--- src/rtl/fdiv_pkg.sv ---
package fdiv_pkg;
  typedef enum logic [1:0] {
    MODE_BYPASS = 2'd0,
    MODE_MN_A   = 2'd1,
    MODE_MN_B   = 2'd2,
    MODE_MN_C   = 2'd3
  } fdiv_mode_e;

  function automatic logic mode_active(fdiv_mode_e m);
    return m != MODE_BYPASS;
  endfunction
endpackage

--- src/rtl/fdiv_prediv.sv ---
module fdiv_prediv #(
  parameter int HW = 5
) (
  input  logic          clk_i,
  input  logic          rst_ni,
  input  logic          clr_i,
  input  logic          tick_i,
  input  logic [HW-1:0] h_i,
  output logic          pre_tick_o
);
  localparam int CW = HW + 1;

  logic [CW-1:0] cnt_q, div;
  logic          last;

  // h = 0 counts as two half-periods (pass-through)
  assign div        = (h_i == '0) ? CW'(2) : (CW'(h_i) + CW'(1));
  assign last       = (cnt_q == div - CW'(1));
  assign pre_tick_o = tick_i & ~clr_i & last;

  always_ff @(posedge clk_i or negedge rst_ni) begin
    if (!rst_ni)     cnt_q <= '0;
    else if (clr_i)  cnt_q <= '0;
    else if (tick_i) cnt_q <= last ? '0 : cnt_q + CW'(1);
  end


  cnt_in_range_chk: assert property (@(posedge clk_i) disable iff (!rst_ni)
    cnt_q < div);

  wrap_after_tick_chk: assert property (@(posedge clk_i) disable iff (!rst_ni)
    pre_tick_o |=> cnt_q == '0);
endmodule

--- src/rtl/fdiv_mnd.sv ---
module fdiv_mnd #(
  parameter int MW = 8
) (
  input  logic          clk_i,
  input  logic          rst_ni,
  input  logic          clr_i,
  input  logic          en_i,
  input  logic          step_i,
  input  logic [MW-1:0] m_i,
  input  logic [MW-1:0] n_i,
  input  logic [MW-1:0] d_i,
  output logic          fire_o,
  output logic          below_o
);
  logic [MW-1:0] acc_q;
  logic [MW:0]   sum;
  logic          ge;

  assign sum     = {1'b0, acc_q} + {1'b0, m_i};
  assign ge      = sum >= {1'b0, n_i};
  assign fire_o  = step_i & en_i & ge;
  assign below_o = acc_q < d_i;

  always_ff @(posedge clk_i or negedge rst_ni) begin
    if (!rst_ni)              acc_q <= '0;
    else if (clr_i)           acc_q <= '0;
    else if (step_i && en_i)  acc_q <= ge ? MW'(sum - {1'b0, n_i}) : sum[MW-1:0];
  end


  acc_below_n_chk: assert property (@(posedge clk_i) disable iff (!rst_ni)
    en_i |-> acc_q < n_i);

  fire_needs_step_chk: assert property (@(posedge clk_i) disable iff (!rst_ni)
    fire_o |-> step_i);
endmodule

--- src/rtl/frac_clk_div.sv ---
module frac_clk_div
  import fdiv_pkg::*;
#(
  parameter int HW = 5,
  parameter int MW = 8
) (
  input  logic          clk_i,
  input  logic          rst_ni,
  input  logic          tick_i,
  input  logic          load_i,
  input  logic [HW-1:0] hdiv_i,
  input  logic [MW-1:0] m_i,
  input  logic [MW-1:0] nreg_i,
  input  logic [MW-1:0] dreg_i,
  input  logic [1:0]    mode_i,
  output logic          tick_o,
  output logic          level_o,
  output logic          err_o
);
  logic [HW-1:0] h_q;
  logic [MW-1:0] m_q, nreg_q, dreg_q;
  fdiv_mode_e    mode_q;

  always_ff @(posedge clk_i or negedge rst_ni) begin
    if (!rst_ni) begin
      h_q    <= '0;
      m_q    <= '0;
      nreg_q <= '0;
      dreg_q <= '0;
      mode_q <= MODE_BYPASS;
    end else if (load_i) begin
      h_q    <= hdiv_i;
      m_q    <= m_i;
      nreg_q <= nreg_i;
      dreg_q <= dreg_i;
      mode_q <= fdiv_mode_e'(mode_i);
    end
  end

  logic [MW-1:0] n_dec, d_thr;
  logic          active, bad, en;
  logic          pre_tick, fire, below;

  assign n_dec  = (~nreg_q) + m_q;
  assign d_thr  = ~dreg_q;
  assign active = mode_active(mode_q);
  assign bad    = active & ((n_dec == '0) | (m_q > n_dec));
  assign en     = active & ~bad;

  fdiv_prediv #(.HW(HW)) u_prediv (
    .clk_i     (clk_i),
    .rst_ni    (rst_ni),
    .clr_i     (load_i),
    .tick_i    (tick_i),
    .h_i       (h_q),
    .pre_tick_o(pre_tick)
  );

  fdiv_mnd #(.MW(MW)) u_mnd (
    .clk_i  (clk_i),
    .rst_ni (rst_ni),
    .clr_i  (load_i),
    .en_i   (en),
    .step_i (pre_tick),
    .m_i    (m_q),
    .n_i    (n_dec),
    .d_i    (d_thr),
    .fire_o (fire),
    .below_o(below)
  );

  assign tick_o  = active ? fire : pre_tick;
  assign level_o = en & below;
  assign err_o   = bad;


  tick_needs_src_chk: assert property (@(posedge clk_i) disable iff (!rst_ni)
    tick_o |-> tick_i);

  err_mutes_out_chk: assert property (@(posedge clk_i) disable iff (!rst_ni)
    err_o |-> !tick_o && !level_o);

  load_mutes_tick_chk: assert property (@(posedge clk_i) disable iff (!rst_ni)
    load_i |-> !tick_o);
endmodule

--- config.mk ---
export PLATFORM = sky130hd
export DESIGN_NAME = frac_clk_div
export DESIGN_NICKNAME = d
export VERILOG_FILES = /design/src/rtl/fdiv_pkg.sv /design/src/rtl/fdiv_prediv.sv /design/src/rtl/fdiv_mnd.sv /design/src/rtl/frac_clk_div.sv
export SDC_FILE = /design/constraint.sdc
export NUM_CORES = 1
export LEC_CHECK = 0
export ABC_CLOCK_PERIOD_IN_PS = 3700
export BUFFER_PORTS_ARGS = -buffer_cell sky130_fd_sc_hd__buf_2
export CAP_MARGIN = 20
export CORE_MARGIN = 4
export CORE_UTILIZATION = 35
export DETAILED_ROUTE_END_ITERATION = 12
export MAX_ROUTING_LAYER = met4
export SLEW_MARGIN = 20
export SYNTH_ARGS = -nofsm -noshare
export SYNTH_HDL_FRONTEND = slang
export SYNTH_SLANG_ARGS = --single-unit
--- constraint.sdc ---
create_clock -name clk_i -period 3.7 [get_ports clk_i]
set_input_delay 0.555 -clock clk_i [delete_from_list [all_inputs] [get_ports clk_i]]
set_output_delay 0.555 -clock clk_i [all_outputs]
set_load 0.01 [all_outputs]
==> reports/metrics.yaml <==
arrival_ns: 3.39
wl_um: 9000
area_growth_pct: 27.0
io_buffers: 37
hp-class: "in -> async"
status: "finished, violations left"
dp_cells: 598
cts_buffers: 5
path_clk_slew_ns: 0.10
skew_ns: 0.00916
worst_pin_slew_ns: 0.584
syn_avg_cell_area_sq_um: 9.57
synth_ff_type: "dfrtp_1"
p_leak_nw: 2.17
setup_violations: 3
relSlewSlack_pct: 61.1
cts_tree: "done"
synth_area_leaders: "dfrtp_1 (29%), ha_1 (12%), mux2_2 (6.1%)"
drive_gt1_share_pct: 34.9
crit_buf_inv: 3
crit_slowest_cell: "fa_2"
max-cap-violations: 0
vias: 3246
synth_top_area_share_pct: 29.3
power_density_nw_per_um2: 444
antenna_found_initial: 0
initial_core_util_pct: 35.6
violations: "negative setup slack"
netlist_area_sq_um: 3850
critPathMaxFanout: 3
htreeDepth: 2
gp_congestion: 0.876
cts.sinks: 45
die_width_um: 113
dr.pass1.iters: 4
vias_per_cell: 5.22
dieArea_sq_um: 12700
synth_cell_types: 75
nFillCells: 1012
die_h_um: 113
critPathKind: "reg -> out"
setup_slack_ns: -0.247
ys_ff_latch: 45
final.min_clock_period_ns: 3.95
clkLatencyLatePin_ns: 0.30
overflow: 0
endpoint_kind: "output port"
crit_path_cell_trace: "inv_2 > ha_4 > inv_2 > fa_2 > ha_4 > nor2b_4 > o31a_1 > o21ai_2 > a32oi_2 > o311ai_4 > nand2_2 > a31oi_4 > nor3_2 > buf_2"
finalHoldViolCount: 0
fin_crit_sh_pct: 107
startpoint_type: "register"
core-area_sq_um: 10800
grt_start_max_net_pins: 56
ys_warn_count: 0
diodes: 0
fin_setup_tns_ns: -0.330
slowest_delay_ns: 0.59
avgRoutedWirePerCell_um: 14.5
drtAntennaViolNets: 0
hpwl_um: 6780
ios: 38
grt_use_total_pct: 14.4
synth_seq_area_share_pct: 29.3
clockBufferDepth: 2
worstPathRequired_ns: 3.14
instances_no_fill: 622
grt_pass1_vias: 3182
ir_worst_vdd_v: 0.000207
nNetsFinal: 557
clock.fmax_mhz: 253
num_rows: 38
root_buffer: "clkbuf_8"
finalMaxSlewViolations: 0
grt_pass1_wl_um: 14900
drtIter0Drc: 107
yosys-top-cells-count: "dfrtp_1 (45), ha_1 (38), o21ai_0 (28), inv_1 (25), nand2_1 (24)"
drc: 0
yosysMostFrequentCell: "dfrtp_1"
synth_edf_count: 0
syn-num-nets: 478
synth_area_leader_cell: "dfrtp_1"
critical-path-top-delay-family: "compound AO/OA/AOI/OAI gates"
grt_setup_unrepaired: "true"
async_flop_share_pct: 100
netlist_instances: 402
-- power breakdown --
part	internal (mW)	leakage, nW	switching, mW
clock network	0.220	0.0574	0.178
logic	0.608	1.56	0.599
registers	0.528	0.561	0.0366
total	1.36	2.17	0.814
-- layer usage --
layer	vias up	wire (um)	GRT usage (%)
li1	1651	-	-
met1	1542	4120	18.4
met5	-	0	-
met4	0	122	3.29
met3	10	208	2.25
met2	43	4550	24.0
-- cell families after synthesis --
logic type      after synthesis  synth area share, %
compound gates              110                 20.8
xor+xnor                     27                 6.70
fa+ha+maj                    41                 13.9
buf+inv                      33                 3.35
flops                        45                 29.3
mux                          31                 8.75
simple gates                115                 17.2
-- state kept, by name, indices dropped and copies added (netlist names) --
name	count
mode_q	2
dreg_q	8
u_mnd.acc_q	8
nreg_q	8
m_q	8
u_prediv.cnt_q	6
h_q	5
-- metrics by stage --
step / utilization [%] / area, sq um / hold slack (ns) / power, mW / setup slack [ns]
4_1_cts: 42.6 / 4600 / 0.447 / 2.04 / -0.224
2_1_floorplan: - / 3850 / 0.259 / 1.25 / 0.00543
3_5_place_dp: 40.5 / 4370 / 0.503 / 1.55 / -0.00997
6_report: 45.2 / 4880 / 0.251 / 2.17 / -0.247
5_1_grt: 45.2 / 4880 / 0.285 / 2.33 / -0.399
3_3_place_gp: 40.5 / 4370 / 0.500 / 1.53 / 0.0597
-- repair_timing --
action | in CTS | in global routing
pin swaps | 8 | 25
hold buffers | 0 | 0
resized for setup | 20 | 31
buffers inserted | 2 | 14
cloned | 0 | 0
endpoints found under the setup margin | 3 | 9
-- path summary, 6_finish.rpt --
check	start	to	slack, ns	cells after the start
setup / recovery	nreg_q[0]	tick_o	-0.25	14
hold / removal	rst_ni	u_prediv.cnt_q[1]	0.25	1
setup reg to reg	nreg_q[0]	u_mnd.acc_q[6]	0.23	14
hold reg to reg	dreg_q[7]	dreg_q[7]	0.52	1
max in group asynchronous	rst_ni	m_q[0]	3.02	1
min in group clk_i	hdiv_i[4]	h_q[4]	0.46	3
-- final cells by class --
type	count	area (sq um)	share of cell area, %
Inverter	25	96.3	1.97
Clock buffer	6	82.6	1.69
Tap cell	140	175	3.59
Timing Repair Buffer	80	522	10.7
Sequential cell	45	1130	23.1
Clock inverter	2	37.5	0.769
Multi-Input combinational cell	324	2840	58.2
-- cells in the final DEF, fill, tap and decap left out, types with 3 or more instances in the layout --
cell | netlist | routed
xnor2_1 | 12 | 12
clkbuf_8 | 0 | 6
inv_1 | 25 | 21
o21ai_0 | 28 | 25
nor4_1 | 3 | 3
xor2_1 | 13 | 10
dfrtp_1 | 45 | 44
nor2_1 | 17 | 17
a21o_1 | 6 | 6
a211oi_1 | 7 | 6
buf_2 | 1 | 36
xor2_2 | 0 | 3
a21oi_2 | 1 | 4
nor3_1 | 11 | 10
nand2_1 | 24 | 24
nand2b_1 | 11 | 10
mux2i_1 | 10 | 10
buf_4 | 1 | 41
mux2_2 | 21 | 21
a21oi_1 | 17 | 14
nand3_1 | 13 | 13
o211ai_1 | 5 | 5
o21a_1 | 12 | 12
a41oi_1 | 4 | 3
buf_6 | 0 | 3
ha_1 | 38 | 30
nor2b_1 | 6 | 5
ha_4 | 0 | 8
inv_2 | 0 | 3
Note: power is estimated with default switching activity, not from simulation.
